[src/rtl/dsdf_pkg.sv]
package dsdf_pkg;
  localparam int unsigned DEF_DATA_W   = 12;
  localparam int unsigned DEF_SEG_BITS = 5;
  localparam int unsigned CH_COUNT     = 2;

  typedef enum logic [0:0] {
    CH_I = 1'b0,
    CH_Q = 1'b1
  } chan_e;
endpackage

[src/rtl/dsdf_rst_sync.sv]
module dsdf_rst_sync (
  input  logic clk,
  input  logic rst_n,
  output logic rst_core_n
);
  logic meta_q;
  logic hold_q;

  always_ff @(posedge clk or negedge rst_n) begin
    if (!rst_n) begin
      meta_q <= 1'b0;
      hold_q <= 1'b0;
    end else begin
      meta_q <= 1'b1;
      hold_q <= meta_q;
    end
  end

  assign rst_core_n = hold_q;
endmodule

[src/rtl/dsdf_word_pipe.sv]
module dsdf_word_pipe #(
  parameter int unsigned W = 12
) (
  input  logic         clk,
  input  logic         rst_n,
  input  logic         adv_en,
  input  logic [W-1:0] din,
  output logic [W-1:0] dout
);
  logic [W-1:0] cap_q, cap_d;
  logic [W-1:0] drv_q, drv_d;

  // next state: both stages move together when enabled, else hold
  always_comb begin
    cap_d = cap_q;
    drv_d = drv_q;
    if (adv_en) begin
      cap_d = din;
      drv_d = cap_q;
    end
  end

  always_ff @(posedge clk or negedge rst_n) begin
    if (!rst_n) begin
      cap_q <= '0;
      drv_q <= '0;
    end else begin
      cap_q <= cap_d;
      drv_q <= drv_d;
    end
  end

  assign dout = drv_q;
endmodule

[src/rtl/dsdf_thermo_dec.sv]
module dsdf_thermo_dec #(
  parameter int unsigned IN_W = 5,
  localparam int unsigned OUT_N = (1 << IN_W) - 1
) (
  input  logic [IN_W-1:0]  code,
  output logic [OUT_N-1:0] therm
);
  for (genvar k = 1; k <= OUT_N; k++) begin : g_seg
    assign therm[k-1] = (code >= IN_W'(k));
  end
endmodule

[src/rtl/dsdf_switch_drv.sv]
module dsdf_switch_drv #(
  parameter int unsigned SEG_N = 31,
  parameter int unsigned LSB_W = 7
) (
  input  logic             sleep,
  input  logic [SEG_N-1:0] seg,
  input  logic [LSB_W-1:0] lsb,
  output logic [SEG_N-1:0] seg_p,
  output logic [SEG_N-1:0] seg_n,
  output logic [LSB_W-1:0] lsb_p,
  output logic [LSB_W-1:0] lsb_n
);
  logic             drive_en;
  logic [SEG_N-1:0] seg_mask;
  logic [LSB_W-1:0] lsb_mask;

  always_comb begin
    drive_en = ~sleep;
    seg_mask = {SEG_N{drive_en}};
    lsb_mask = {LSB_W{drive_en}};
    seg_p    = seg  & seg_mask;
    seg_n    = ~seg & seg_mask;
    lsb_p    = lsb  & lsb_mask;
    lsb_n    = ~lsb & lsb_mask;
  end
endmodule

[src/rtl/dsdf_channel.sv]
module dsdf_channel #(
  parameter int unsigned DATA_W   = 12,
  parameter int unsigned SEG_BITS = 5,
  localparam int unsigned LSB_W = DATA_W - SEG_BITS,
  localparam int unsigned SEG_N = (1 << SEG_BITS) - 1
) (
  input  logic              clk,
  input  logic              rst_n,
  input  logic              sleep,
  input  logic [DATA_W-1:0] word,
  output logic [SEG_N-1:0]  seg_p,
  output logic [SEG_N-1:0]  seg_n,
  output logic [LSB_W-1:0]  lsb_p,
  output logic [LSB_W-1:0]  lsb_n
);
  logic              adv_en;
  logic [DATA_W-1:0] held_word;
  logic [SEG_N-1:0]  therm;

  assign adv_en = ~sleep;

  dsdf_word_pipe #(.W(DATA_W)) u_pipe (
    .clk    (clk),
    .rst_n  (rst_n),
    .adv_en (adv_en),
    .din    (word),
    .dout   (held_word)
  );

  dsdf_thermo_dec #(.IN_W(SEG_BITS)) u_dec (
    .code  (held_word[DATA_W-1:LSB_W]),
    .therm (therm)
  );

  dsdf_switch_drv #(.SEG_N(SEG_N), .LSB_W(LSB_W)) u_drv (
    .sleep (sleep),
    .seg   (therm),
    .lsb   (held_word[LSB_W-1:0]),
    .seg_p (seg_p),
    .seg_n (seg_n),
    .lsb_p (lsb_p),
    .lsb_n (lsb_n)
  );
endmodule

[src/rtl/dual_seg_dac_frontend.sv]
module dual_seg_dac_frontend
  import dsdf_pkg::*;
#(
  parameter int unsigned DATA_W   = DEF_DATA_W,
  parameter int unsigned SEG_BITS = DEF_SEG_BITS,
  localparam int unsigned LSB_W = DATA_W - SEG_BITS,
  localparam int unsigned SEG_N = (1 << SEG_BITS) - 1
) (
  input  logic              clk,
  input  logic              rst_n,
  input  logic              sleep,
  input  logic [DATA_W-1:0] i_word,
  input  logic [DATA_W-1:0] q_word,
  output logic [SEG_N-1:0]  i_seg_p,
  output logic [SEG_N-1:0]  i_seg_n,
  output logic [LSB_W-1:0]  i_lsb_p,
  output logic [LSB_W-1:0]  i_lsb_n,
  output logic [SEG_N-1:0]  q_seg_p,
  output logic [SEG_N-1:0]  q_seg_n,
  output logic [LSB_W-1:0]  q_lsb_p,
  output logic [LSB_W-1:0]  q_lsb_n
);
  logic rst_core_n;

  logic [DATA_W-1:0] ch_word  [CH_COUNT];
  logic [SEG_N-1:0]  ch_seg_p [CH_COUNT];
  logic [SEG_N-1:0]  ch_seg_n [CH_COUNT];
  logic [LSB_W-1:0]  ch_lsb_p [CH_COUNT];
  logic [LSB_W-1:0]  ch_lsb_n [CH_COUNT];

  dsdf_rst_sync u_rst (
    .clk        (clk),
    .rst_n      (rst_n),
    .rst_core_n (rst_core_n)
  );

  assign ch_word[CH_I] = i_word;
  assign ch_word[CH_Q] = q_word;

  for (genvar c = 0; c < CH_COUNT; c++) begin : g_ch
    dsdf_channel #(.DATA_W(DATA_W), .SEG_BITS(SEG_BITS)) u_ch (
      .clk   (clk),
      .rst_n (rst_core_n),
      .sleep (sleep),
      .word  (ch_word[c]),
      .seg_p (ch_seg_p[c]),
      .seg_n (ch_seg_n[c]),
      .lsb_p (ch_lsb_p[c]),
      .lsb_n (ch_lsb_n[c])
    );
  end

  assign i_seg_p = ch_seg_p[CH_I];
  assign i_seg_n = ch_seg_n[CH_I];
  assign i_lsb_p = ch_lsb_p[CH_I];
  assign i_lsb_n = ch_lsb_n[CH_I];
  assign q_seg_p = ch_seg_p[CH_Q];
  assign q_seg_n = ch_seg_n[CH_Q];
  assign q_lsb_p = ch_lsb_p[CH_Q];
  assign q_lsb_n = ch_lsb_n[CH_Q];
endmodule

[config.mk]
export PLATFORM = sky130hd
export DESIGN_NAME = dual_seg_dac_frontend
export DESIGN_NICKNAME = d
export VERILOG_FILES = /design/src/rtl/dsdf_pkg.sv /design/src/rtl/dsdf_rst_sync.sv /design/src/rtl/dsdf_word_pipe.sv /design/src/rtl/dsdf_thermo_dec.sv /design/src/rtl/dsdf_switch_drv.sv /design/src/rtl/dsdf_channel.sv /design/src/rtl/dual_seg_dac_frontend.sv
export SDC_FILE = /design/constraint.sdc
export NUM_CORES = 1
export LEC_CHECK = 0
export BUFFER_PORTS_ARGS = -buffer_cell sky130_fd_sc_hd__buf_2
export CORE_MARGIN = 1.5
export CORE_UTILIZATION = 45
export DETAILED_ROUTE_END_ITERATION = 16
export PLACE_DENSITY_LB_ADDON = 0.15
export SLEW_MARGIN = 25
export SYNTH_ARGS = -nofsm -noshare
export SYNTH_HDL_FRONTEND = slang
export SYNTH_SLANG_ARGS = --single-unit
[constraint.sdc]
create_clock -name clk -period 1.7 [get_ports clk]
set_clock_uncertainty 0.05 [all_clocks]
set_input_delay 0.085 -clock clk [delete_from_list [all_inputs] [get_ports clk]]
set_output_delay 0.085 -clock clk [all_outputs]
set_load 0.005 [all_outputs]
==> results summary, run 1 <==
The run finished with clean final reports. The worst-skew pair later-pin latency is 0.29 ns. The repair_antennas step left the layout with diodes totalling 0.

Grouping stages by cell kind, the critical path spends the most delay in flip-flops. Summed over all cells, the static leakage comes to roughly 0.0025 uW. The critical path buffer and inverter count is 1.

The library cell used most frequently in the layout, excluding fill and tap cells, is sky130_fd_sc_hd__buf_2. The number of distinct library cells after synthesis came out at 38. The number of max-cap violations is 0. The combinational fraction of design power is a little under two fifths.

The critical path runs through a total of 3 cells. The synthesized area divided by synthesized cell count came out at around 8.9 um2. The standard-cell row count is 30. The xor and xnor fraction of the mapped netlist area is 0%. The total of warnings raised by yosys came out at 0. The final weighted congestion in routability-driven placement came out at about 0.85. The sum of routed wire length over all layers came out at 8590 um. Entering global routing, the biggest net connects 59 pins. The floorplan step defined a core boundary enclosing 0.00683 mm2. The layout cell share with drive strength beyond 1 is 55.2%.

The critical path goes through or3_4, a211oi_2, buf_2. The count of nets left with antenna violations once routing finished came out at 0. The total nets after synthesis is just under 400.

The number of non-filler instances in the completed layout came out at ~660. The number of cells on the worst reg-to-reg path is 2. The maximum vdd ir drop came out at about 0.63 mV. The adder-cell area share of the yosys netlist is 0%.

The HPWL reported at the end of detailed placement came out at 5870 um. The share of synthesized cell area in and, or, nand and nor gates came out at 18.1%. After synthesis the netlist holds a flip-flop and latch count of 50. The worst setup path is of the register to output pin kind.

The data arrival time of the worst path is 1.52 ns. The CTS tree is yes. The max-slew violation count is 0. The combined global-route utilization of all metal layers came out at 21.0%. Leaving out fill and tap cells, the most frequent cells in the layout are sky130_fd_sc_hd__buf_2, sky130_fd_sc_hd__nor2_1, sky130_fd_sc_hd__a21oi_1, sky130_fd_sc_hd__mux2_2, sky130_fd_sc_hd__dfrtp_1. Including well taps, the total number of placed cells is 609.

The slowest stage of the critical path belongs to the cell sky130_fd_sc_hd__dfrtp_2. The largest stage delay on the critical path came out at 0.45 ns. The portion of netlist area occupied by mux cells is 16.8%.

The die width is 87.5 um. The number of port buffers came out at between 150 and 200. Across all hold checks on the routed design, the worst slack comes to a little under 0.04 ns. The number of sinks on the clock net is 50. The clock period minus worst slack is 1.66 ns. The final routed DRC violation total came out at 0. The total CTS buffers is 5. The die covers 0.00766 mm2. The initial antenna violation count came to 0. The number of optimization iterations in the first detailed-route pass is 4.

The worst setup path is launched from a register. The total negative slack came out at 0 ns. After synthesis, the largest family of logic cells by area is simple AND/OR/NAND/NOR gates.

The worst setup path is captured at an output pin. The initial cell density of the core came out at 47.0%. Among all flip-flop cells after synthesis, the most frequent one is sky130_fd_sc_hd__dfrtp_1.

The internal power summed over all cells came out at 2780 uW. In this run the worst path has a maximum fanout of 8. The required arrival time at the worst endpoint came out at 1.56 ns. The number of buffers between clock root and the deepest sink is 2.

The first-iteration detailed-routing DRC count is 123. In this run, flip-flops and latches consume a little under two fifths of the power. The maximum operating frequency came out at 604 MHz. The setup-violating endpoint count in the final report is 0. Synthesis produced a netlist whose cell count is 363. The share of total power in the clock network is 24.3%. The net count reported at finish came out at 589. The proportion of synthesized chip area in sequential cells is 38.9%.

The total count of hold-check failures in the final report is 0. The height of the die came out at 87.5 um. Setup repair after global routing could not meet its margin everywhere. After detailed routing, the average wire length per cell comes to 13.0 um. The switching share of power came out at 31.5%. The count of pins on the block boundary came out at around 180. The H-tree depth came out at 2.

The wire length of the first global-routing pass came out at approximately 13000 um. The min-delay analysis places its worst path in the category input pin to async pin. Global routing finished with a remaining overflow of 0. The netlist area before placement is about 0.0032 mm2. The total vias in the final route came out at 3321. The power per unit of standard cell area came out at 846 mW/mm2.

The number of synthesized flops with an enable pin is 0. The synthesized netlist devotes 17.4% of its cell area to compound gates. The detailed-route vias per instance came out at 5.04.

The clock transition at the register clock pins on the worst setup and hold paths after CTS is 0.09 ns. The worst path uses 97.4% of the clock period. The utilization of the core after routing is 70.0%. The via count of the first global-routing pass is 2887. From synthesis to final layout, the design area changed by 48.9%. After synthesis, the share of flip-flops with an asynchronous set or reset is 100%. Summed over all nets, the switching power comes to 1270 uW. The cell at the root of the clock tree is sky130_fd_sc_hd__clkbuf_8.
[cells in the mapped netlist (2+ instances only)]
library cell | number | area share, %
sky130_fd_sc_hd__nand3b_1 | 2 | 0.47
sky130_fd_sc_hd__o21ai_0 | 8 | 1.2
sky130_fd_sc_hd__a31oi_1 | 9 | 1.8
sky130_fd_sc_hd__and3_1 | 4 | 0.78
sky130_fd_sc_hd__nor3_1 | 7 | 1.1
sky130_fd_sc_hd__buf_2 | 24 | 3.7
sky130_fd_sc_hd__buf_1 | 3 | 0.35
sky130_fd_sc_hd__buf_4 | 4 | 0.93
sky130_fd_sc_hd__and2_1 | 7 | 1.4
sky130_fd_sc_hd__nand4_1 | 2 | 0.39
sky130_fd_sc_hd__dfrtp_1 | 50 | 39
sky130_fd_sc_hd__inv_1 | 10 | 1.2
sky130_fd_sc_hd__nor3b_1 | 2 | 0.47
sky130_fd_sc_hd__or2_2 | 4 | 0.78
sky130_fd_sc_hd__a21o_1 | 2 | 0.47
sky130_fd_sc_hd__clkinv_1 | 2 | 0.23
sky130_fd_sc_hd__o21a_1 | 4 | 0.93
sky130_fd_sc_hd__nand3_1 | 4 | 0.62
sky130_fd_sc_hd__buf_6 | 2 | 0.70
sky130_fd_sc_hd__nor2_1 | 53 | 6.2
sky130_fd_sc_hd__clkbuf_1 | 12 | 1.4
sky130_fd_sc_hd__a21oi_1 | 50 | 7.8
sky130_fd_sc_hd__o31ai_1 | 3 | 0.70
sky130_fd_sc_hd__nor4_1 | 2 | 0.39
sky130_fd_sc_hd__nand2_1 | 3 | 0.35
sky130_fd_sc_hd__nor2b_1 | 16 | 3.1
sky130_fd_sc_hd__or3_1 | 4 | 0.78
sky130_fd_sc_hd__mux2_2 | 48 | 17
sky130_fd_sc_hd__nand2b_1 | 4 | 0.78
sky130_fd_sc_hd__o21ba_2 | 10 | 3.1
[cell type report]
cell class / instances / area (um2)
multi-input cells: 256 / 1760
repair buffers: 237 / 1440
clock buffers: 6 / 82.6
inverters: 12 / 48.8
well taps: 96 / 120
fillers: 566 / 2050
flip-flops and latches: 50 / 1270
clock inverters: 2 / 60.1
[worst register-to-register path, stage by stage (launching register included)]
cell and delay [ns]:
sky130_fd_sc_hd__dfrtp_4 0.55, sky130_fd_sc_hd__buf_4 0.21, sky130_fd_sc_hd__mux2_2 0.27
[state kept, by name, indices dropped and copies added, names as in the netlist]
signal and count:
u_rst.rst_core_n 1, g_ch.u_ch.u_pipe.cap_q 24, u_rst.meta_q 1, g_ch.u_ch.u_pipe.dout 24
[stage by stage]
stage               instance area, um2  total power, uW  setup WS (ns)
CTS                               4650             3980       -0.00197
detailed placement                4150             2860          0.178
global route                      4780             4320        -0.0421
floorplan                         3210             2320          0.155
global placement                  4150             2830          0.210
finish                            4780             4050         0.0438
[cell families (layout without fill, tap and decap cells)]
group / Yosys count / in the layout
buffers and inverters: 57 / 257
flip-flops: 50 / 50
AND/OR/NAND/NOR: 116 / 116
other: 1 / 1
AO/OA/AOI/OAI: 91 / 91
multiplexers: 48 / 48
[power groups by stage]
stage	Clock [uW]	Sequential (uW)	Combinational, uW
floorplan	0	1430	893
detailed placement	0	1560	1290
CTS	1020	1520	1430
global placement	0	1550	1280
finish	985	1520	1540
global route	1070	1550	1700
[repair_timing]
action	in CTS	in global routing
hold buffers	25	0
endpoints found under the hold margin	26	0
buffers inserted	10	7
setup endpoints to repair	51	45
pin swaps	0	3
resized for setup	13	18
[metal layers]
layer | routed length, um | track usage, % | share of wire, %
met3 | 588 | 3.60 | 6.8
met4 | 102 | 6.49 | 1.2
met1 | 3690 | 26.0 | 43
met2 | 4210 | 37.1 | 49
met5 | 0 | 0 | 0
[worst paths after layout]
path	start	end	slack (ns)
hold / removal	rst_n	u_rst.rst_core_n	0.04
setup reg to reg	g_ch[1].u_ch.u_pipe.dout[8]	g_ch[1].u_ch.u_pipe.dout[8]	0.52
max in group asynchronous	u_rst.rst_core_n	g_ch[0].u_ch.u_pipe.dout[7]	0.96
hold reg to reg	u_rst.rst_core_n	g_ch[0].u_ch.u_pipe.dout[6]	0.15
min in group clk	u_rst.meta_q	u_rst.rst_core_n	0.31
setup / recovery	g_ch[1].u_ch.u_pipe.dout[10]	q_seg_n[2]	0.04
Power figures use the tool's default switching activity.
==> run 2, diff against run 1 <==
--- a/config.mk
+++ b/config.mk
@@ -7,7 +7,8 @@
 export LEC_CHECK = 0
 export BUFFER_PORTS_ARGS = -buffer_cell sky130_fd_sc_hd__buf_2
 export CORE_MARGIN = 1.5
-export CORE_UTILIZATION = 45
+export CORE_UTILIZATION = 46
+export CTS_BUF_LIST = sky130_fd_sc_hd__clkbuf_8
 export DETAILED_ROUTE_END_ITERATION = 16
 export PLACE_DENSITY_LB_ADDON = 0.15
 export SLEW_MARGIN = 25
==> run 2 against run 1 <==
Sequential power is essentially flat. Fmax shrank 1.7%. Combinational power is essentially flat. Highest routed layer unchanged. Count of clock-buffer cells in the layout shrank 1. Clock power shrank 17%.
==> results summary, run 2 (same netlist as run 1, synthesis figures left out) <==
The transition at the pin with the smallest max-transition slack came out at 0.584 ns. The worst-skew pair later-pin latency is 0.30 ns (was 0.29 ns). The initial cell density of the core is 47.6% (was 47.0%). The residual overflow from global routing is 0 (unchanged). The maximum vdd ir drop came out at 0.678 mV (was 0.631 mV).

Highest-count cells in the layout ignoring fill and taps: sky130_fd_sc_hd__buf_2, sky130_fd_sc_hd__nor2_1, sky130_fd_sc_hd__a21oi_1, sky130_fd_sc_hd__mux2_2, sky130_fd_sc_hd__dfrtp_1 (unchanged). The maximum operating frequency was 594 MHz (was 604 MHz). Unrepaired setup endpoints after global routing: true (unchanged). The number of buffers between clock root and the deepest sink came to 2 (unchanged). The count of pins on the block boundary came out at 179 (unchanged). The sum of routed wire length over all layers came to 8810 um (was 8590 um). The net count reported at finish came to 588 (was 589).

The final non-filler cell area came out at 0.00467 mm2 (was 0.00478 mm2). The required arrival time at the worst endpoint is 1.56 ns (about the same). The share of the clock period used by the worst path after layout is 99.1% (was 97.4%). The setup-violating endpoint count in the final report came out at 0 (unchanged). The number of sinks on the clock net came out at 50 (unchanged). The clock transition at the register clock pins on the worst setup and hold paths after CTS came out at 0.09 ns (about the same). The final weighted congestion in routability-driven placement came out at 0.849 (was 0.855). The clock period minus worst slack was 1.68 ns (was 1.66 ns). The HPWL reported at the end of detailed placement came out at 5830 um (was 5870 um).

The die width came out at 86.6 um (was 87.5 um). The CTS tree is yes (unchanged). The critical setup path kind was register to output pin (unchanged).

The layout cell share with drive strength beyond 1 is 54.6% (was 55.2%). The number of port buffers is 178 (unchanged). The wire length of the first global-routing pass is 13000 um (was 13100 um). The H-tree depth came to 2 (unchanged). The area added between synthesis and finish is 45.4% (was 48.9%).

The post-place instance area is 0.00412 mm2 (was 0.00415 mm2). The detailed-route vias per instance was 5.29 (was 5.04). The number of optimization iterations in the first detailed-route pass came out at 5 (was 4). The total CTS buffers came out at 5 (unchanged). The critical path startpoint category is a register (unchanged). The standard-cell row count is 30 (unchanged). The via count of the first global-routing pass was 2876 (was 2887).

The data arrival time of the worst path is 1.55 ns (was 1.52 ns). The total vias in the final route came out at 3396 (was 3321). The max-slew violation count is 0 (unchanged). The first-iteration detailed-routing DRC count is 162 (was 123). The total negative slack came out at 0 ns (unchanged). The power per unit of standard cell area was 825 mW/mm2 (was 846 mW/mm2).

The peak fanout along the critical path came out at 8 (unchanged). The total count of hold-check failures in the final report came out at 0 (unchanged). The final routed DRC violation total came out at 0 (unchanged).

The average routed wire per standard cell is 13.7 um (was 13.0 um). The combined global-route utilization of all metal layers is 21.4% (was 21.0%). The diode insertion count for antenna repair is 0 (unchanged).

The placed cell count is 595 (was 609). The number of fill cells in the layout was 582 (was 566). The height of the die came out at 86.6 um (was 87.5 um). The floorplan die area came to 0.00750 mm2 (was 0.00766 mm2). Result of the run: completed (unchanged).

The setup slack of the critical path after layout came out at 0.0159 ns (was 0.0438 ns). The number of non-filler instances in the completed layout is 642 (was 659). The post-route antenna net violation count is 0 (unchanged). The initial antenna violation count came out at 0 (unchanged). The cell at the root of the clock tree is sky130_fd_sc_hd__clkbuf_8 (unchanged). The number of max-cap violations is 0 (unchanged).

The most common library cell in the layout ignoring fill and taps was sky130_fd_sc_hd__buf_2 (unchanged). The kind of capture point of the worst setup path was an output pin (unchanged). The leakage power came out at 0.00242 uW (was 0.00246 uW). The kind of path behind the tightest hold check is input pin to async pin (unchanged). The normalized max-slew margin is 61.1%. The standard cell core area is 0.00676 mm2 (was 0.00683 mm2). The pin count of the biggest net entering global routing was 49 (was 59).

The setup slack after placement came out at 0.151 ns (was 0.178 ns).
run 2: changes by cell type in the layout (fill, tap and decap cells not counted), sizes merged:
cell      before  now
bufinv         2    1
clkinvlp       1    3
buf          212  210
run 2: layout make-up:
| type | instances | area [um2] | share of cell area, % |
|---|---|---|---|
| inverters | 12 | 48.8 | 1.04 |
| well taps | 80 | 100 | 2.14 |
| clock buffers | 5 | 68.8 | 1.47 |
| flip-flops and latches | 50 | 1270 | 27.1 |
| clock inverters | 3 | 45.0 | 0.964 |
| multi-input cells | 256 | 1750 | 37.4 |
| repair buffers | 236 | 1400 | 29.9 |
run 2: path summary, 6_finish.rpt:
| check | start | to | slack (ns) | cells past startpoint |
|---|---|---|---|---|
| max | g_ch[1].u_ch.u_pipe.dout[8] | q_seg_n[8] | 0.02 | 3 |
| min | rst_n | u_rst.rst_core_n | 0.03 | 2 |
| max reg2reg | g_ch[1].u_ch.u_pipe.dout[10] | g_ch[1].u_ch.u_pipe.dout[10] | 0.50 | 3 |
| min reg2reg | u_rst.rst_core_n | g_ch[0].u_ch.u_pipe.dout[6] | 0.30 | 1 |
| max in group asynchronous | u_rst.rst_core_n | g_ch[1].u_ch.u_pipe.dout[8] | 0.85 | 1 |
| min in group clk | sleep | g_ch[0].u_ch.u_pipe.dout[9] | 0.24 | 2 |
run 2: metrics by stage:
stage	power, uW	util (%)	hold WS [ns]
6_report	3860	69.2	0.0338
5_1_grt	4090	69.2	0.0362
4_1_cts	3790	67.5	0.0224
3_5_place_dp	2860	61.0	-0.180
3_3_place_gp	2830	61.0	-0.180
2_1_floorplan	2320	-	-0.261
run 2: per-layer routing:
layer / share of wire [%] / track usage (%) / vias up
li1: - / - / 1626
met1: 43 / 27.4 / 1622
met2: 50 / 37.9 / 139
met3: 6.2 / 3.14 / 9
met4: 1.0 / 6.01 / 0
met5: 0 / 0 / -
run 2: power by group:
group          switching, uW  internal, uW  leakage, uW
sequential               162          1340     0.000574
combinational            752           779      0.00179
clock                    383           437    0.0000504
run 2: worst max-delay path: stages, from the launching register on:
cell and delay [ns]:
sky130_fd_sc_hd__dfrtp_4 0.53, sky130_fd_sc_hd__or3_1 0.44, sky130_fd_sc_hd__a21oi_1 0.16, sky130_fd_sc_hd__buf_2 0.13
run 2: what timing repair did:
action | CTS | global route
buffers inserted | 6 | 8
hold endpoints to repair | 26 | 0
hold buffers | 25 | 0
endpoints found under the setup margin | 49 | 25
pin swaps | 1 | 4
gates resized for setup | 15 | 16
==> run 3, diff against run 2 <==
--- a/config.mk
+++ b/config.mk
@@ -6,7 +6,7 @@
 export NUM_CORES = 1
 export LEC_CHECK = 0
 export BUFFER_PORTS_ARGS = -buffer_cell sky130_fd_sc_hd__buf_2
-export CORE_MARGIN = 1.5
+export CORE_MARGIN = 2
 export CORE_UTILIZATION = 46
 export CTS_BUF_LIST = sky130_fd_sc_hd__clkbuf_8
 export DETAILED_ROUTE_END_ITERATION = 16
==> run 3 against run 2 <==
Utilization up 0.37 points. Total power up 0.20%. Global-route usage down 0.49 points. Sequential cell count unchanged. Highest routed layer unchanged.
==> results summary, run 3 (same netlist as run 1, synthesis figures left out) <==
The layout cell share with drive strength beyond 1 is 54.8% (was 54.6%). The combinational fraction of design power came out at 40.3% (was 39.7%). The final weighted congestion in routability-driven placement came out at 0.896 (was 0.849). The number of buffers between clock root and the deepest sink is 2 (unchanged).

The final routed DRC violation total came out at 0 (unchanged). The height of the die came out at 87.6 um (was 86.6 um). The critical path startpoint category was a register (unchanged).

The total CTS buffers came out at 5 (unchanged). The maximum operating frequency is 593 MHz (was 594 MHz). The destination of the worst register-to-register timing path was g_ch[1].u_ch.u_pipe.dout[9] (was g_ch[1].u_ch.u_pipe.dout[10]). The number of cells traversed by the worst register-to-register path is 3 (unchanged). The post-route antenna net violation count was 0 (unchanged). The number of port buffers is 178 (unchanged).

The number of non-filler instances in the completed layout came out at 658 (was 642). The share of the clock period used by the worst path after layout came out at 99.2% (was 99.1%). The total count of hold-check failures in the final report came to 0 (unchanged). The sequential fraction of design power is 38.9% (was 39.0%). The number of max-cap violations came out at 0 (unchanged).

The switching share of power came out at 33.4% (was 33.6%). The first-iteration detailed-routing DRC count came out at 140 (was 162). The residual overflow from global routing came out at 0 (unchanged).

The critical setup path kind is register to output pin (unchanged). The standard-cell row count is 30 (unchanged). The setup-violating endpoint count in the final report came out at 0 (unchanged). The peak fanout along the critical path is 11 (was 8). The initial cell density of the core was 47.3% (was 47.6%).

The final worst hold slack is 0.0405 ns (was 0.0338 ns). The number of fill cells in the layout came to 560 (was 582). The maximum vdd ir drop was 0.634 mV (was 0.678 mV). The required arrival time at the worst endpoint came out at 1.56 ns (about the same). The area added between synthesis and finish came out at 47.0% (was 45.4%). The via count of the first global-routing pass is 2699 (was 2876). The power per unit of standard cell area is 818 mW/mm2 (was 825 mW/mm2). The standard cell core area came out at 0.00679 mm2 (was 0.00676 mm2).

The max-slew violation count came out at 0 (unchanged). The total vias in the final route came out at 3338 (was 3396). The critical path startpoint is g_ch[0].u_ch.u_pipe.dout[9] (was g_ch[1].u_ch.u_pipe.dout[8]). The H-tree depth is 2 (unchanged). The floorplan die area is 0.00767 mm2 (was 0.00750 mm2).

The worst-skew pair later-pin latency came out at 0.30 ns (about the same). The sum of routed wire length over all layers is 8760 um (was 8810 um). The post-layout total power came out at 3860 uW (about the same). The average routed wire per standard cell is 13.3 um (was 13.7 um). Highest-count cells in the layout ignoring fill and taps: sky130_fd_sc_hd__buf_2, sky130_fd_sc_hd__nor2_1, sky130_fd_sc_hd__mux2_2 (was sky130_fd_sc_hd__buf_2, sky130_fd_sc_hd__nor2_1, sky130_fd_sc_hd__a21oi_1, sky130_fd_sc_hd__mux2_2, sky130_fd_sc_hd__dfrtp_1). The count of pins on the block boundary is 179 (unchanged). The share of total power in the clock network is 20.8% (was 21.3%).

The number of optimization iterations in the first detailed-route pass is 4 (was 5). The net switching component of the power came out at 1290 uW (was 1300 uW). The leakage power was 0.00244 uW (was 0.00242 uW). The HPWL reported at the end of detailed placement is 5840 um (was 5830 um). Unrepaired setup endpoints after global routing: true (unchanged). Result of the run: completed (unchanged). The net count reported at finish came out at 588 (unchanged).

The combined global-route utilization of all metal layers came out at 21.0% (was 21.4%). The transition at the pin with the smallest max-transition slack came out at 0.585 ns (was 0.584 ns). The pin count of the biggest net entering global routing came out at 49 (unchanged). The kind of path behind the tightest hold check was input pin to async pin (unchanged). The number of sinks on the clock net was 50 (unchanged). The data arrival time of the worst path came out at 1.55 ns (about the same). The wire length of the first global-routing pass is 13100 um (was 13000 um). The launch instance of the worst register-to-register path is g_ch[1].u_ch.u_pipe.dout[9] (was g_ch[1].u_ch.u_pipe.dout[10]).

The initial antenna violation count is 0 (unchanged). The most common library cell in the layout ignoring fill and taps is sky130_fd_sc_hd__buf_2 (unchanged). The placed cell count is 609 (was 595). The detailed-route vias per instance came out at 5.07 (was 5.29). The clock transition at the register clock pins on the worst setup and hold paths after CTS is 0.09 ns (about the same). The kind of capture point of the worst setup path is an output pin (unchanged). The diode insertion count for antenna repair is 0 (unchanged).

The normalized max-slew margin is 61.0% (was 61.1%). The worst-case register-to-register setup slack is 0.53 ns (was 0.50 ns). The CTS tree is yes (unchanged).

The capturing instance or port of the critical path was i_seg_n[16] (was q_seg_n[8]). The cell at the root of the clock tree is sky130_fd_sc_hd__clkbuf_8 (unchanged). The clock period minus worst slack is 1.69 ns (was 1.68 ns). The internal power summed over all cells came out at 2570 uW (was 2560 uW). The die width is 87.6 um (was 86.6 um).
run 3: cell types whose count changed in the layout (fill, tap and decap cells not counted), moves of 2 or more:
cell	delta
sky130_fd_sc_hd__buf_4	-3
sky130_fd_sc_hd__a21oi_1	-2
sky130_fd_sc_hd__a21oi_2	+2
sky130_fd_sc_hd__buf_12	+2
sky130_fd_sc_hd__clkinvlp_4	-2
run 3: worst min-delay path by stage:
stage,start,to,slack [ns],cells past startpoint
6_report,rst_n,u_rst.rst_core_n,0.04,2
3_5_place_dp,rst_n,u_rst.meta_q,-0.18,1
5_1_grt,rst_n,u_rst.rst_core_n,0.03,2
3_3_place_gp,rst_n,u_rst.meta_q,-0.18,1
4_1_cts,rst_n,u_rst.rst_core_n,0.03,2
2_1_floorplan,rst_n,u_rst.meta_q,-0.26,0
run 3: metrics by stage:
stage	cell area [um2]	utilization [%]	setup slack (ns)	setup TNS, ns
floorplan	3210	-	0.155	0
global placement	4150	61.1	0.236	0
detailed placement	4150	61.1	0.212	0
CTS	4590	67.6	0.00220	0
global route	4720	69.5	-0.0777	-0.283
finish	4720	69.5	0.0130	0
run 3: layer usage:
layer | global-route usage [%] | vias up | share of wire [%]
met5 | 0 | - | 0
met4 | 4.90 | 0 | 0.69
met3 | 3.11 | 7 | 5.9
met2 | 35.7 | 128 | 51
met1 | 28.3 | 1572 | 42
li1 | - | 1631 | -
run 3: what timing repair did:
action / in CTS / in global routing
resized for setup: 11 / 17
hold endpoints to repair: 26 / 0
setup endpoints to repair: 37 / 32
gates cloned: 0 / 1
pin swaps: 1 / 5
hold buffers: 25 / 0
setup buffers: 8 / 7
run 3: critical path, stage by stage (launching register included):
cell and delay [ns]:
sky130_fd_sc_hd__dfrtp_2 0.49, sky130_fd_sc_hd__or4_1 0.51, sky130_fd_sc_hd__a21oi_2 0.13, sky130_fd_sc_hd__buf_2 0.12
run 3: area by class of cell:
class	count	area, um2	share of cell area [%]
multi-input combinational	256	1750	37.0
timing repair buffer	236	1440	30.4
sequential	50	1260	26.8
tap	96	120	2.54
clock buffer	5	68.8	1.46
inverter	12	46.3	0.980
clock inverter	3	41.3	0.874
run 3: power by group through the flow:
| stage | logic (uW) | clock network, uW | registers (uW) |
|---|---|---|---|
| 2_1_floorplan | 893 | 0 | 1430 |
| 4_1_cts | 1450 | 836 | 1510 |
| 5_1_grt | 1710 | 874 | 1530 |
| 6_report | 1560 | 805 | 1500 |
| 3_3_place_gp | 1310 | 0 | 1530 |
| 3_5_place_dp | 1330 | 0 | 1540 |
